[src/rtl/ppi_pkg.sv]
`timescale 1ns/1ps
package ppi_pkg;
  localparam int unsigned PPI_DW = 8;
  localparam int unsigned PPI_AW = 2;

  typedef enum logic [PPI_AW-1:0] {
    REG_A    = 2'd0,
    REG_B    = 2'd1,
    REG_C    = 2'd2,
    REG_CTRL = 2'd3
  } ppi_reg_e;

  typedef struct packed {
    logic [1:0] mode_hi;  // group A / upper C mode, stored only
    logic       mode_lo;  // group B / lower C mode, stored only
    logic       in_a;
    logic       in_b;
    logic       in_ch;
    logic       in_cl;
  } ppi_cfg_t;

  localparam ppi_cfg_t CFG_RESET = '{mode_hi: 2'b00, mode_lo: 1'b0,
                                     in_a: 1'b1, in_b: 1'b1,
                                     in_ch: 1'b1, in_cl: 1'b1};
endpackage

[src/rtl/ppi_ctrl.sv]
`timescale 1ns/1ps
module ppi_ctrl
  import ppi_pkg::*;
#(
  parameter int unsigned DW = PPI_DW,
  localparam int unsigned IW = $clog2(DW)
) (
  input  logic          clk,
  input  logic          rst_n,
  input  logic          ctrl_we,
  input  logic [DW-1:0] wdata,
  output ppi_cfg_t      cfg,
  output logic          setup_stb,
  output logic          bitop_stb,
  output logic [IW-1:0] bit_idx,
  output logic          bit_val
);
  assign setup_stb = ctrl_we &  wdata[DW-1];
  assign bitop_stb = ctrl_we & ~wdata[DW-1];
  assign bit_idx   = wdata[IW:1];
  assign bit_val   = wdata[0];

  always_ff @(posedge clk) begin
    if (!rst_n) begin
      cfg <= CFG_RESET;
    end else if (setup_stb) begin
      cfg.in_cl   <= wdata[0];
      cfg.in_b    <= wdata[1];
      cfg.mode_lo <= wdata[2];
      cfg.in_ch   <= wdata[3];
      cfg.in_a    <= wdata[4];
      cfg.mode_hi <= wdata[6:5];
    end
  end

  // direction state only moves on a setup word
  a_r5_cfg_hold: assert property (@(posedge clk) disable iff (!rst_n)
    !setup_stb |=> $stable(cfg));
  a_r3_cfg_load: assert property (@(posedge clk) disable iff (!rst_n)
    setup_stb |=> (cfg.in_a == $past(wdata[4])) && (cfg.in_cl == $past(wdata[0])));
endmodule

[src/rtl/ppi_latches.sv]
`timescale 1ns/1ps
module ppi_latches
  import ppi_pkg::*;
#(
  parameter int unsigned DW = PPI_DW,
  localparam int unsigned IW = $clog2(DW)
) (
  input  logic          clk,
  input  logic          rst_n,
  input  logic          we_a,
  input  logic          we_b,
  input  logic          we_c,
  input  logic          clr_all,
  input  logic          bitop,
  input  logic [IW-1:0] bit_idx,
  input  logic          bit_val,
  input  logic [DW-1:0] wdata,
  output logic [DW-1:0] lat_a,
  output logic [DW-1:0] lat_b,
  output logic [DW-1:0] lat_c
);
  always_ff @(posedge clk) begin
    if (!rst_n || clr_all) lat_a <= '0;
    else if (we_a)         lat_a <= wdata;
  end

  always_ff @(posedge clk) begin
    if (!rst_n || clr_all) lat_b <= '0;
    else if (we_b)         lat_b <= wdata;
  end

  for (genvar i = 0; i < DW; i++) begin : g_cbit
    logic hit;
    assign hit = bitop && (bit_idx == IW'(i));
    always_ff @(posedge clk) begin
      if (!rst_n || clr_all) lat_c[i] <= 1'b0;
      else if (we_c)         lat_c[i] <= wdata[i];
      else if (hit)          lat_c[i] <= bit_val;
    end
  end

  // a bit command moves at most one bit of port C
  a_r5_one_bit: assert property (@(posedge clk) disable iff (!rst_n)
    (bitop && !clr_all) |=> ($countones(lat_c ^ $past(lat_c)) <= 1));
endmodule

[src/rtl/ppi_rdmux.sv]
`timescale 1ns/1ps
module ppi_rdmux
  import ppi_pkg::*;
#(
  parameter int unsigned DW = PPI_DW,
  localparam int unsigned NB = DW / 2
) (
  input  logic              rd_en,
  input  logic [PPI_AW-1:0] addr,
  input  ppi_cfg_t          cfg,
  input  logic [DW-1:0]     lat_a,
  input  logic [DW-1:0]     lat_b,
  input  logic [DW-1:0]     lat_c,
  input  logic [DW-1:0]     pin_a,
  input  logic [DW-1:0]     pin_b,
  input  logic [DW-1:0]     pin_c,
  output logic [DW-1:0]     rdata
);
  logic [DW-1:0] c_view;

  assign c_view[DW-1:NB] = cfg.in_ch ? pin_c[DW-1:NB] : lat_c[DW-1:NB];
  assign c_view[NB-1:0]  = cfg.in_cl ? pin_c[NB-1:0]  : lat_c[NB-1:0];

  always_comb begin
    rdata = '0;
    if (rd_en) begin
      unique case (ppi_reg_e'(addr))
        REG_A:    rdata = cfg.in_a ? pin_a : lat_a;
        REG_B:    rdata = cfg.in_b ? pin_b : lat_b;
        REG_C:    rdata = c_view;
        REG_CTRL: rdata = '0;
        default:  rdata = '0;
      endcase
    end
  end
endmodule

[src/rtl/ppi_core.sv]
`timescale 1ns/1ps
module ppi_core
  import ppi_pkg::*;
(
  input  logic        clk,
  input  logic        rst_n,
  input  logic        cs,
  input  logic        rd,
  input  logic        wr,
  input  logic [1:0]  addr,
  input  logic [7:0]  wdata,
  output logic [7:0]  rdata,
  input  logic [7:0]  pa_in,
  output logic [7:0]  pa_out,
  output logic        pa_oe,
  input  logic [7:0]  pb_in,
  output logic [7:0]  pb_out,
  output logic        pb_oe,
  input  logic [7:0]  pc_in,
  output logic [7:0]  pc_out,
  output logic        pc_oe_hi,
  output logic        pc_oe_lo
);
  localparam int unsigned DW = PPI_DW;
  localparam int unsigned IW = $clog2(DW);

  logic          wr_en;
  logic          setup_stb, bitop_stb, bit_val;
  logic [IW-1:0] bit_idx;
  ppi_cfg_t      cfg;

  assign wr_en = cs & wr;

  ppi_ctrl #(.DW(DW)) u_ctrl (
    .clk(clk), .rst_n(rst_n),
    .ctrl_we(wr_en && (addr == REG_CTRL)),
    .wdata(wdata), .cfg(cfg),
    .setup_stb(setup_stb), .bitop_stb(bitop_stb),
    .bit_idx(bit_idx), .bit_val(bit_val)
  );

  ppi_latches #(.DW(DW)) u_lat (
    .clk(clk), .rst_n(rst_n),
    .we_a(wr_en && (addr == REG_A)),
    .we_b(wr_en && (addr == REG_B)),
    .we_c(wr_en && (addr == REG_C)),
    .clr_all(setup_stb), .bitop(bitop_stb),
    .bit_idx(bit_idx), .bit_val(bit_val), .wdata(wdata),
    .lat_a(pa_out), .lat_b(pb_out), .lat_c(pc_out)
  );

  ppi_rdmux #(.DW(DW)) u_rd (
    .rd_en(cs & rd), .addr(addr), .cfg(cfg),
    .lat_a(pa_out), .lat_b(pb_out), .lat_c(pc_out),
    .pin_a(pa_in), .pin_b(pb_in), .pin_c(pc_in),
    .rdata(rdata)
  );

  assign pa_oe    = ~cfg.in_a;
  assign pb_oe    = ~cfg.in_b;
  assign pc_oe_hi = ~cfg.in_ch;
  assign pc_oe_lo = ~cfg.in_cl;

  // port writes land in the latch
  a_r2_load_a: assert property (@(posedge clk) disable iff (!rst_n)
    (cs && wr && addr == 2'd0) |=> pa_out == $past(wdata));
  // setup word clears all latches
  a_r4_setup_clears: assert property (@(posedge clk) disable iff (!rst_n)
    (cs && wr && addr == 2'd3 && wdata[7]) |=> (pa_out == 8'h00 && pb_out == 8'h00 && pc_out == 8'h00));
  // bit command keeps A, B and drive enables
  a_r5_keep_ab: assert property (@(posedge clk) disable iff (!rst_n)
    (cs && wr && addr == 2'd3 && !wdata[7]) |=> ($stable(pa_out) && $stable(pb_out) && $stable(pa_oe) && $stable(pc_oe_hi)));
  // no strobe, no change
  a_r9_idle: assert property (@(posedge clk) disable iff (!rst_n)
    !(cs && wr) |=> ($stable(pa_out) && $stable(pb_out) && $stable(pc_out) && $stable(pb_oe) && $stable(pc_oe_lo)));
  // control location reads zero
  a_r7_ctrl_zero: assert property (@(posedge clk) disable iff (!rst_n)
    (addr == 2'd3 || !cs || !rd) |-> rdata == 8'h00);
endmodule

[config.mk]
export PLATFORM = sky130hd
export DESIGN_NAME = ppi_core
export DESIGN_NICKNAME = d
export VERILOG_FILES = /design/src/rtl/ppi_pkg.sv /design/src/rtl/ppi_ctrl.sv /design/src/rtl/ppi_latches.sv /design/src/rtl/ppi_rdmux.sv /design/src/rtl/ppi_core.sv
export SDC_FILE = /design/constraint.sdc
export NUM_CORES = 1
export LEC_CHECK = 0
export BUFFER_PORTS_ARGS = -buffer_cell sky130_fd_sc_hd__buf_4
export CAP_MARGIN = 40
export CELL_PAD_IN_SITES_DETAIL_PLACEMENT = 0
export CELL_PAD_IN_SITES_GLOBAL_PLACEMENT = 1
export CORE_MARGIN = 5
export CORE_UTILIZATION = 30
export DETAILED_ROUTE_END_ITERATION = 7
export PLACE_DENSITY = 0.85
export SLEW_MARGIN = 20
export SYNTH_ARGS = -nofsm -noshare
export SYNTH_HDL_FRONTEND = slang
export SYNTH_SLANG_ARGS = --single-unit
export TNS_END_PERCENT = 1
[constraint.sdc]
create_clock -name clk -period 2.7 [get_ports clk]
set_input_delay 0.54 -clock clk [delete_from_list [all_inputs] [get_ports clk]]
set_output_delay 0.54 -clock clk [all_outputs]
set_load 0.03 [all_outputs]
# [After elaboration in Yosys (flattened, before gate mapping)]
# Cells that the tools add are included.
[op_classes] n_addsub=0 n_mul=0 n_div=0 n_lt_le_gt_ge=0 n_eq_ne=10 shift=0 n_mux=22 n_bitwise=9 reduce_logical=24
[ops] operator="$pmux W8 S4" n=1
[ops] operator="$mux W8" n=3
[ops] operator="$mux W1" n=16
[ops] operator="$reduce_bool A2 Y1" n=8
[ops] operator="$eq A3 B3 Y1 const B" n=4
[ops] operator="$logic_and A1 B1 Y1" n=12
[ops] operator="$mux W4" n=2
[ops] operator="$eq A3 B2 Y1 const B" n=2
[ops] operator="$not A1 Y1" n=5
[ops] operator="$and A1 B1 Y1" n=4
[ops] operator="$eq A2 B2 Y1 const B" n=2
[ops] operator="$eq A3 B1 Y1 const B" n=1
[ops] operator="$logic_not A3 Y1" n=1
[ops] operator="$eq A2 B1 Y1 const B" n=1
[ops] operator="$logic_not A2 Y1" n=1
[ops] operator="$logic_not A1 Y1" n=1
[ops] operator="$logic_or A1 B1 Y1" n=1
[word_totals] register_bits=28 latchBits=0 mem_bits_rw=0 rom_bits=0 inputBits=39 output_inout_bits=36 elab_cells=79 memories=0

# [Logic depth before layout (Yosys ltp)]
# Gate-level depths: netlist (run 1).
[logic_depth] ltp_word=6 mapped_depth=7

# [Cells and area by module]
# Synthesis (run 1) repeated with hierarchy kept, for this count alone.
[hier_totals] cells_unflattened=190 area_unflattened_um2=1819.2
[modules_own_cells] mod="ppi_latches" n_inst=1 cells_per_inst=95 area_per_inst_um2=994.7 seq_area_each_um2=480.5
[modules_own_cells] mod="ppi_rdmux" n_inst=1 cells_per_inst=48 area_per_inst_um2=396.6 seq_area_each_um2=0.0
[modules_own_cells] mod="ppi_ctrl" n_inst=1 cells_per_inst=38 area_per_inst_um2=361.6 seq_area_each_um2=140.1
[modules_own_cells] mod="ppi_core" n_inst=1 cells_per_inst=9 area_per_inst_um2=66.3 seq_area_each_um2=0.0

# [Worst setup path after synthesis (run 1)]
# No wires, ideal clock.
[synth_timing] kind="in2out" from="input port addr[0]" to="output port rdata[6]" arrival_ns=1.553 t_required_ns=2.160 slack_ns=0.607 path_stages=5 n_path_buf=2 path_cell_list="buf_2 > clkbuf_1 > a211oi_1 > a211oi_1 > o21a_1"
[synth_via] elab_chain_len=3
[synth_lines] element="start, declared" line="ppi_core.sv:10" text="input logic [1:0] addr,"
[synth_lines] element="$eq A2 B2 Y1, or another cell as far along" line="ppi_rdmux.sv:27" text="unique case (ppi_reg_e'(addr))"
[synth_lines] element="$pmux W8 S4 (*)" line="ppi_rdmux.sv:27"
[synth_lines] element="$mux W8 (*)" line="ppi_rdmux.sv:26" text="if (rd_en) begin"
[synth_lines] element="end, declared" line="ppi_core.sv:12" text="output logic [7:0] rdata,"
# Mark *: on every way between the ends. The rest lies on a longest branch, timed or not.

# [Worst setup path after layout (run 1)]
[layout_timing] from="register u_ctrl.cfg[3] (netlist name)" to="output port rdata[0]"
[layout_via] elab_chain_len=3
[layout_lines] element="$mux W8" line="ppi_rdmux.sv:28" text="REG_A: rdata = cfg.in_a ? pin_a : lat_a;"
[layout_lines] element="$pmux W8 S4" line="ppi_rdmux.sv:27"
[layout_lines] element="$mux W8" line="ppi_rdmux.sv:26"
# Every way passes these cells.

==> key figures, run 1 <==
Status
  – Run status: finished clean

Final layout
  – Share of layout cells above drive strength 1: 0.309
  – Final net count: 315
  – Most frequent cells in the layout: 75 x buf_4, 45 x nand2_1, 28 x dfxtp_1
  – Most common cell after layout, fill and taps aside: buf_4
  – P&R area growth vs syn: 35.9%
  – Number of diodes: 0

STA
  – Tightest Pin Transition: ~0.57 ns
  – Hold Fails Final Rpt: 0
  – Worst hold slack: between 0.4 and 0.5 ns
  – Final setup margin: between 0.2 and 0.3 ns
  – Max Fclk: 411 MHz
  – Fin crit share: 0.901
  – Final setup viols: 0
  – RSZ-0062 raised after global routing: false
  – Clock skew: 0 ns
  – Final Max Tran Viols: 0
  – Setup TNS: 0 ns
  – Slew HR: 0.621
  – Clock period minus final worst setup slack: between 2 and 2.5 ns

Setup path
  – Critical path fanouts, max: 18
  – Crit path launch: u_ctrl.cfg[3]
  – Critical Path RT: 2.16 ns
  – Worst Setup Start Kind: flip-flop
  – Reg2reg start: u_ctrl.cfg[3]
  – Crit end category: output pin
  – Crit path arrival time: between 1.5 and 2 ns
  – WS Path Type: flip-flop to output pin

Clock network
  – CTS tree: built
  – Clk buf depth: 2
  – Hold buffers post-CTS: 0
  – CTS resizes: 0
  – Clk_lat worst skew: 0.28 ns
  – H-Tree Depth: 1
  – Post-CTS Setup Inserts: 0
  – Num CTS Buffers: 3
  – Reg clk slew, reported paths: 0.10 ns
  – Clk sink count: 28
  – Root Buffer: clkbuf_8

Synthesis
  – Post-synth cell types: 33
  – Seq/Total Area, Yosys: 0.331
  – Cells after synthesis: around 210
  – Syn Area/Cell: 7.96 um^2
  – Cell area after synthesis: ~0.0017 mm^2
  – Syn nets: 252
  – YS warnings: 0
  – FF+latch count, synth: 28

Power
  – Sw power: 0.262 mW
  – Power Dens Cells: 390 mW/mm^2
  – Design internal power: 0.637 mW
  – Peak VDD IR: 0.000210 V
  – Comb power frac: 0.217
  – Reg power frac: 0.480
  – Clock power share: 0.303
  – P_leak: between 1 and 1.5 nW
  – Switching Share: 0.292

Drt
  – Total Wirelength: 5.98 mm
  – Detailed Routing Iterations Pass 1: 5
  – Vias: 1,781
  – Initial DRC count: 105
  – DR WL/cell: 17.2 um
  – DRC errors left: 0
  – Antenna-violating nets left: 0
  – Drt via density: 5.13

Floorplanning
  – Full die area: 0.00725 mm^2
  – Die width: 85.2 um
  – Initial Util: 0.308
  – Site Rows: 27
  – Core Area: 0.00551 mm^2
  – IO Count: 75
  – Die height: around 85 um

Hold path
  – Min-delay src: rst_n
  – Worst Hold Class: primary input to flip-flop

Place
  – RePlAce Congestion: 0.853
  – Port Buffers: 74
  – Pre-CTS setup slack: 0.569 ns
  – DP Wirelength: 4.67 mm

Run
  – Max_cap viols: 0

GRT
  – Vias in the first global route: 1,804
  – Largest net degree at the start of global routing: 27
  – Initial antenna violation count: 0
  – Remaining global-route overflow: 0
  – All-Layer GR Usage: 0.158
  – First-pass GRT wire length: 9.16 mm
path summary, 6_finish.rpt:
kind	to	slack, ns	cells past startpoint
max	rdata[0]	0.27	5
min	u_ctrl.cfg[0]	0.47	2
max reg2reg	u_ctrl.cfg[3]	1.72	2
min reg2reg	u_lat.lat_b[0]	0.48	2
final cells by class:
type                       count  area [um^2]
tap                           72         90.1
multi-input combinational    162         1010
timing repair buffer          75          563
fill                         600         3200
clock buffer                   4         55.1
inverter                       6         22.5
sequential                    28          561
power by group through the flow:
stage,clock network (mW),registers (mW),logic (mW)
2_1_floorplan,0,0.452,0.0933
3_3_place_gp,0,0.441,0.194
3_5_place_dp,0,0.441,0.195
4_1_cts,0.277,0.431,0.196
5_1_grt,0.288,0.433,0.210
6_report,0.273,0.431,0.195
metal layers:
layer | up-vias | global-route usage | share of wire
met5 | - | 0 | 0
met2 | 62 | 0.272 | 0.49
met3 | 8 | 0.0359 | 0.066
met1 | 835 | 0.201 | 0.42
li1 | 876 | - | -
met4 | 0 | 0.0345 | 0.016
stage by stage:
| step | util | area (um^2) | power [mW] | std cells |
|---|---|---|---|---|
| floorplan | - | 1700 | 0.546 | 213 |
| global placement | 0.408 | 2250 | 0.634 | 343 |
| detailed placement | 0.408 | 2250 | 0.636 | 343 |
| CTS | 0.418 | 2300 | 0.904 | 347 |
| global route | 0.418 | 2300 | 0.930 | 347 |
| finish | 0.418 | 2300 | 0.899 | 347 |
kinds of logic (layout without fill, tap and decap cells):
| logic type | count (synthesis) | after routing | share of synthesized area |
|---|---|---|---|
| compound gates | 58 | 58 | 0.230 |
| buf+inv | 23 | 85 | 0.0723 |
| flops | 28 | 28 | 0.331 |
| mux | 23 | 23 | 0.137 |
| simple gates | 81 | 81 | 0.230 |
flip-flops by register name, summed over array words and instances (netlist names):
register	count
u_ctrl.cfg	4
u_lat.lat_b	8
u_lat.lat_a	8
u_lat.lat_c	8
synth_stat cells, drive strengths merged:
cell,n,area share
mux2i,21,0.12
nor3,2,0.0059
nor2,11,0.024
a211oi,17,0.075
nor4,1,0.0037
or3,2,0.0074
a21boi,1,0.0044
nand2,47,0.11
clkbuf,6,0.013
a21oi,21,0.062
nand3,1,0.0029
nand4b,4,0.024
nand4bb,1,0.0066
o211ai,4,0.018
o31ai,1,0.0044
nor2b,8,0.030
and2,1,0.0037
inv,6,0.013
o21ai,1,0.0029
o21a,8,0.035
o2111a,1,0.0066
o41ai,1,0.0052
nand4,1,0.0037
mux2,2,0.013
nand2b,1,0.0037
o31a,3,0.016
nor3b,1,0.0074
dfxtp,28,0.33
buf,11,0.046
worst max-delay path, stage by stage (launching register included):
cell and delay (ns):
dfxtp_1 0.70, nor2b_1 0.10, a211oi_1 0.34, a211oi_1 0.09, o21a_1 0.22, buf_4 0.17
(Power assumes the default switching activity.)
==> run 2, diff against run 1 <==
--- a/config.mk
+++ b/config.mk
@@ -12,9 +12,11 @@
 export CORE_MARGIN = 5
 export CORE_UTILIZATION = 30
 export DETAILED_ROUTE_END_ITERATION = 7
-export PLACE_DENSITY = 0.85
+export PLACE_DENSITY = 0.82
+export SKIP_CTS_REPAIR_TIMING = 1
 export SLEW_MARGIN = 20
 export SYNTH_ARGS = -nofsm -noshare
 export SYNTH_HDL_FRONTEND = slang
+export SYNTH_HIERARCHICAL = 1
 export SYNTH_SLANG_ARGS = --single-unit
 export TNS_END_PERCENT = 1
==> key figures, run 2 <==
Status
  – Run status: finished clean

STA
  – Max Fclk: around 440 MHz
  – RSZ-0062 raised after global routing: false
  – Slew HR: 0.471
  – Tightest Pin Transition: 0.794 ns
  – Clock period minus final worst setup slack: 2.25 ns
  – Final setup viols: 0
  – Clock skew: 0 ns
  – Setup TNS: 0 ns
  – Final Max Tran Viols: 0
  – Fin crit share: 0.835
  – Hold Fails Final Rpt: 0

Place
  – Area after DPL: around 0.0022 mm^2
  – Port Buffers: 74
  – Dpl cells: 307
  – DP Wirelength: 4.08 mm
  – RePlAce Congestion: 0.781

GRT
  – Largest net degree at the start of global routing: 20
  – Vias in the first global route: 1,599
  – Remaining global-route overflow: 0
  – First-pass GRT wire length: between 8 and 9 mm
  – All-Layer GR Usage: 0.143
  – Initial antenna violation count: 0

Final layout
  – Number of diodes: 0
  – Most common cell after layout, fill and taps aside: buf_4
  – Final net count: 279
  – Most frequent cells in the layout: 75 x buf_4, 40 x mux2i_1, 28 x dfxtp_1
  – Post-layout util: 0.421
  – Top flop regs: u_lat/lat_a x8, u_lat/lat_b x8, u_lat/lat_c x8
  – P&R area growth vs syn: 36.1%
  – Number of fill cells: 576
  – Non-Filler Instances: a little over 300
  – Share of layout cells above drive strength 1: 0.372
  – Final Cell Area: 0.00232 mm^2

Drt
  – DRC errors left: 0
  – Detailed Routing Iterations Pass 1: 4
  – Drt via density: approximately 4.8
  – Antenna-violating nets left: 0
  – DR WL/cell: 16.9 um
  – Initial DRC count: 81
  – Total Wirelength: 5.26 mm
  – Vias: between 1.5k and 2k

Setup path
  – WS Path Type: primary input to output pin
  – Critical path fanouts, max: 8
  – Crit end category: output pin
  – Critical Path RT: 2.16 ns
  – Crit path arrival time: 1.71 ns
  – Crit path launch: cs
  – Cell depth of the worst flop-to-flop path: 2
  – End of the critical path: rdata[3]
  – Worst Setup Start Kind: primary input
  – Reg2reg start: u_ctrl/cfg[2]
  – Reg-to-reg setup timing slack: 1.63 ns
  – R2R Path End: u_ctrl/cfg[2]

Power
  – P_leak: 1.16 nW
  – Peak VDD IR: 0.000246 V
  – Overall power: 0.956 mW
  – Power Dens Cells: 413 mW/mm^2

Clock network
  – Root Buffer: clkbuf_8
  – Num CTS Buffers: 3
  – Clk sink count: 28
  – CTS tree: built
  – Reg clk slew, reported paths: roughly 0.090 ns
  – H-Tree Depth: 1
  – Clk buf depth: 2
  – Clk_lat worst skew: 0.27 ns

Floorplanning
  – Die width: roughly 85 um
  – Site Rows: 27
  – Die height: approximately 85 um
  – Full die area: 0.00728 mm^2
  – Initial Util: 0.309
  – Core Area: 0.00551 mm^2
  – IO Count: 75

Hold path
  – Worst Hold Class: primary input to flip-flop

Synthesis
  – Cell area after synthesis: approximately 0.0017 mm^2
  – Cells after synthesis: 178
  – Syn nets: 217
  – YS warnings: 6
  – Syn Area/Cell: 9.57 um^2

Run
  – Max_cap viols: 0
run 2: worst min-delay path by stage:
stage                   start        endpoint  slack [ns]  cells past startpoint
2_1_floorplan   u_ctrl/cfg[2]   u_ctrl/cfg[2]        0.48                      2
3_3_place_gp   u_lat/lat_b[1]  u_lat/lat_b[1]        0.50                      2
3_5_place_dp   u_lat/lat_b[5]  u_lat/lat_b[5]        0.51                      2
4_1_cts                 rst_n   u_ctrl/cfg[2]        0.48                      2
5_1_grt                 rst_n   u_ctrl/cfg[3]        0.48                      2
6_report                rst_n   u_ctrl/cfg[2]        0.49                      2
run 2: layout make-up:
cell class	instances	area, um^2	share of cell area
clock buffers	3	41.3	0.0178
clock inverters	1	30.0	0.0130
inverters	8	30.0	0.0130
multi-input cells	124	1000	0.433
flip-flops and latches	28	561	0.242
well taps	72	90.1	0.0389
repair buffers	75	563	0.243
run 2: power breakdown:
group | internal (mW) | switching, mW | total [mW]
sequential | 0.423 | 0.0133 | 0.437
clock | 0.198 | 0.130 | 0.329
combinational | 0.0909 | 0.0994 | 0.190
total | 0.713 | 0.243 | 0.956
run 2: metrics by stage:
stage,setup WS [ns],hold slack (ns)
3_3_place_gp,0.456,0.505
5_1_grt,0.373,0.483
4_1_cts,0.430,0.484
2_1_floorplan,0.529,0.480
3_5_place_dp,0.442,0.513
6_report,0.446,0.488
run 2: routing by layer:
metal,wire length (um),part of all wire,vias to the layer above,track usage
li1,-,-,775,-
met1,2390,0.45,672,0.182
met2,2410,0.46,52,0.235
met3,439,0.084,2,0.0553
met4,15,0.0029,0,0.0173
met5,0,0,-,0
run 2: worst max-delay path, cell delays in order:
cell and delay [ns]:
buf_4 0.10, and2_1 0.15, or3b_1 0.52, o21ai_1 0.22, buf_4 0.19
==> run 3, diff against run 2 <==
--- a/config.mk
+++ b/config.mk
@@ -12,7 +12,7 @@
 export CORE_MARGIN = 5
 export CORE_UTILIZATION = 30
 export DETAILED_ROUTE_END_ITERATION = 7
-export PLACE_DENSITY = 0.82
+export PLACE_DENSITY = 0.84
 export SKIP_CTS_REPAIR_TIMING = 1
 export SLEW_MARGIN = 20
 export SYNTH_ARGS = -nofsm -noshare
==> constraint.sdc (replaced) <==
create_clock -name clk -period 2 [get_ports clk]
set_input_delay 0.4 -clock clk [delete_from_list [all_inputs] [get_ports clk]]
set_output_delay 0.4 -clock clk [all_outputs]
set_load 0.03 [all_outputs]
==> key figures, run 3 (synthesized netlist as in run 2, its figures left out) <==
Status
  – Run status: finished clean

STA
  – Fin crit share: 0.937
  – Max Fclk: 534 MHz
  – Slew HR: 0.604
  – Clock skew: 0 ns
  – Final Max Tran Viols: 0
  – RSZ-0062 raised after global routing: false
  – Tightest Pin Transition: 0.592 ns
  – Setup TNS: 0 ns
  – Final setup viols: 0
  – Clock period minus final worst setup slack: about 1.9 ns
  – Hold Fails Final Rpt: 0

Final layout
  – Share of layout cells above drive strength 1: 0.402
  – Final net count: 286
  – Most frequent cells in the layout: 81 x buf_4, 40 x mux2i_1, 26 x dfxtp_1
  – Top flop regs: u_lat/lat_a x8, u_lat/lat_b x8, u_lat/lat_c x8
  – Most common cell after layout, fill and taps aside: buf_4
  – Number of diodes: 0
  – Number of fill cells: roughly 550
  – P&R area growth vs syn: 39.2%
  – Post-layout util: 0.431

Floorplanning
  – Initial Util: 0.309
  – Core Area: 0.00551 mm^2
  – IO Count: 75
  – Full die area: 0.00728 mm^2
  – Site Rows: 27
  – Die height: 85.3 um
  – Die width: 85.3 um

Clock network
  – H-Tree Depth: 1
  – Clk sink count: 28
  – Root Buffer: clkbuf_8
  – Num CTS Buffers: 3
  – Clk buf depth: 2
  – CTS tree: built
  – Clk_lat worst skew: 0.27 ns
  – Reg clk slew, reported paths: about 0.10 ns

Setup path
  – Critical Path RT: 1.60 ns
  – Crit end category: output pin
  – Critical path fanouts, max: 8
  – Worst Setup Start Kind: primary input
  – Crit path arrival time: 1.47 ns
  – WS Path Type: primary input to output pin

GRT
  – Initial antenna violation count: 0
  – First-pass GRT wire length: 8.39 mm
  – Vias in the first global route: around 1.5k
  – Remaining global-route overflow: 0
  – All-Layer GR Usage: 0.142
  – Largest net degree at the start of global routing: 18

Drt
  – Detailed Routing Iterations Pass 1: 4
  – Drt via density: ~5
  – Antenna-violating nets left: 0
  – DRC errors left: 0
  – DR WL/cell: 16.7 um
  – Vias: around 1.6k
  – Initial DRC count: 114
  – Total Wirelength: 5.30 mm

Place
  – DP Wirelength: between 4 and 5 mm
  – Port Buffers: 74
  – RePlAce Congestion: 0.782

Power
  – Peak VDD IR: 0.000334 V
  – Power Dens Cells: approximately 510 mW/mm^2
  – P_leak: 1.20 nW

Run
  – Max_cap viols: 0

Hold path
  – Worst Hold Class: primary input to flip-flop
==> run 3: cell count changes in the layout (fill, tap and decap cells not counted), sizes merged <==
cell and delta:
buf +7, bufinv -1, clkbuf +1
==> run 3: worst paths after layout <==
kind	start	end	slack [ns]	cells past startpoint
max reg2reg	u_lat/lat_c[2]	u_lat/lat_c[2]	1.07	2
max	cs	rdata[4]	0.13	5
min reg2reg	u_ctrl/cfg[3]	u_ctrl/cfg[3]	0.51	2
min	rst_n	u_ctrl/cfg[3]	0.35	2
==> run 3: per-layer routing <==
metal	wire length, um	global-route usage	vias to the layer above	part of all wire
met5	0	0	-	0
met2	2500	0.234	56	0.47
met1	2400	0.192	706	0.45
met3	384	0.0350	2	0.072
met4	15	0.0216	0	0.0028
li1	-	-	786	-
==> run 3: cell type report <==
type | instances | area, um^2 | area share
Clock buffer | 4 | 55.1 | 0.0232
Inverter | 8 | 30.0 | 0.0127
Multi-Input combinational cell | 124 | 1000 | 0.424
Sequential cell | 28 | 563 | 0.237
Tap cell | 72 | 90.1 | 0.0380
Timing Repair Buffer | 82 | 628 | 0.265
==> run 3: through the flow <==
step / setup slack [ns] / power, mW / hold slack [ns] / area [um^2] / std cells
5_1_grt: 0.0797 / 1.26 / 0.345 / 2370 / 318
3_5_place_dp: 0.0370 / 0.869 / 0.498 / 2310 / 314
6_report: 0.126 / 1.21 / 0.348 / 2370 / 318
3_3_place_gp: 0.0640 / 0.867 / 0.494 / 2310 / 314
2_1_floorplan: 0.109 / 0.742 / 0.480 / 1700 / 178
4_1_cts: 0.00810 / 1.22 / 0.344 / 2370 / 318
==> run 3: worst max-delay path, stage by stage <==
cell and delay [ns]:
buf_4 0.10, and2_1 0.16, or3b_4 0.46, o21ai_1 0.17, buf_4 0.18
==> run 3: power breakdown <==
part           switching (mW)  internal, mW  leakage (nW)  total, mW
Sequential             0.0147         0.572         0.226      0.587
Combinational           0.139         0.130         0.942      0.269
Clock                   0.178         0.176        0.0288      0.354
Total                   0.332         0.878          1.20       1.21
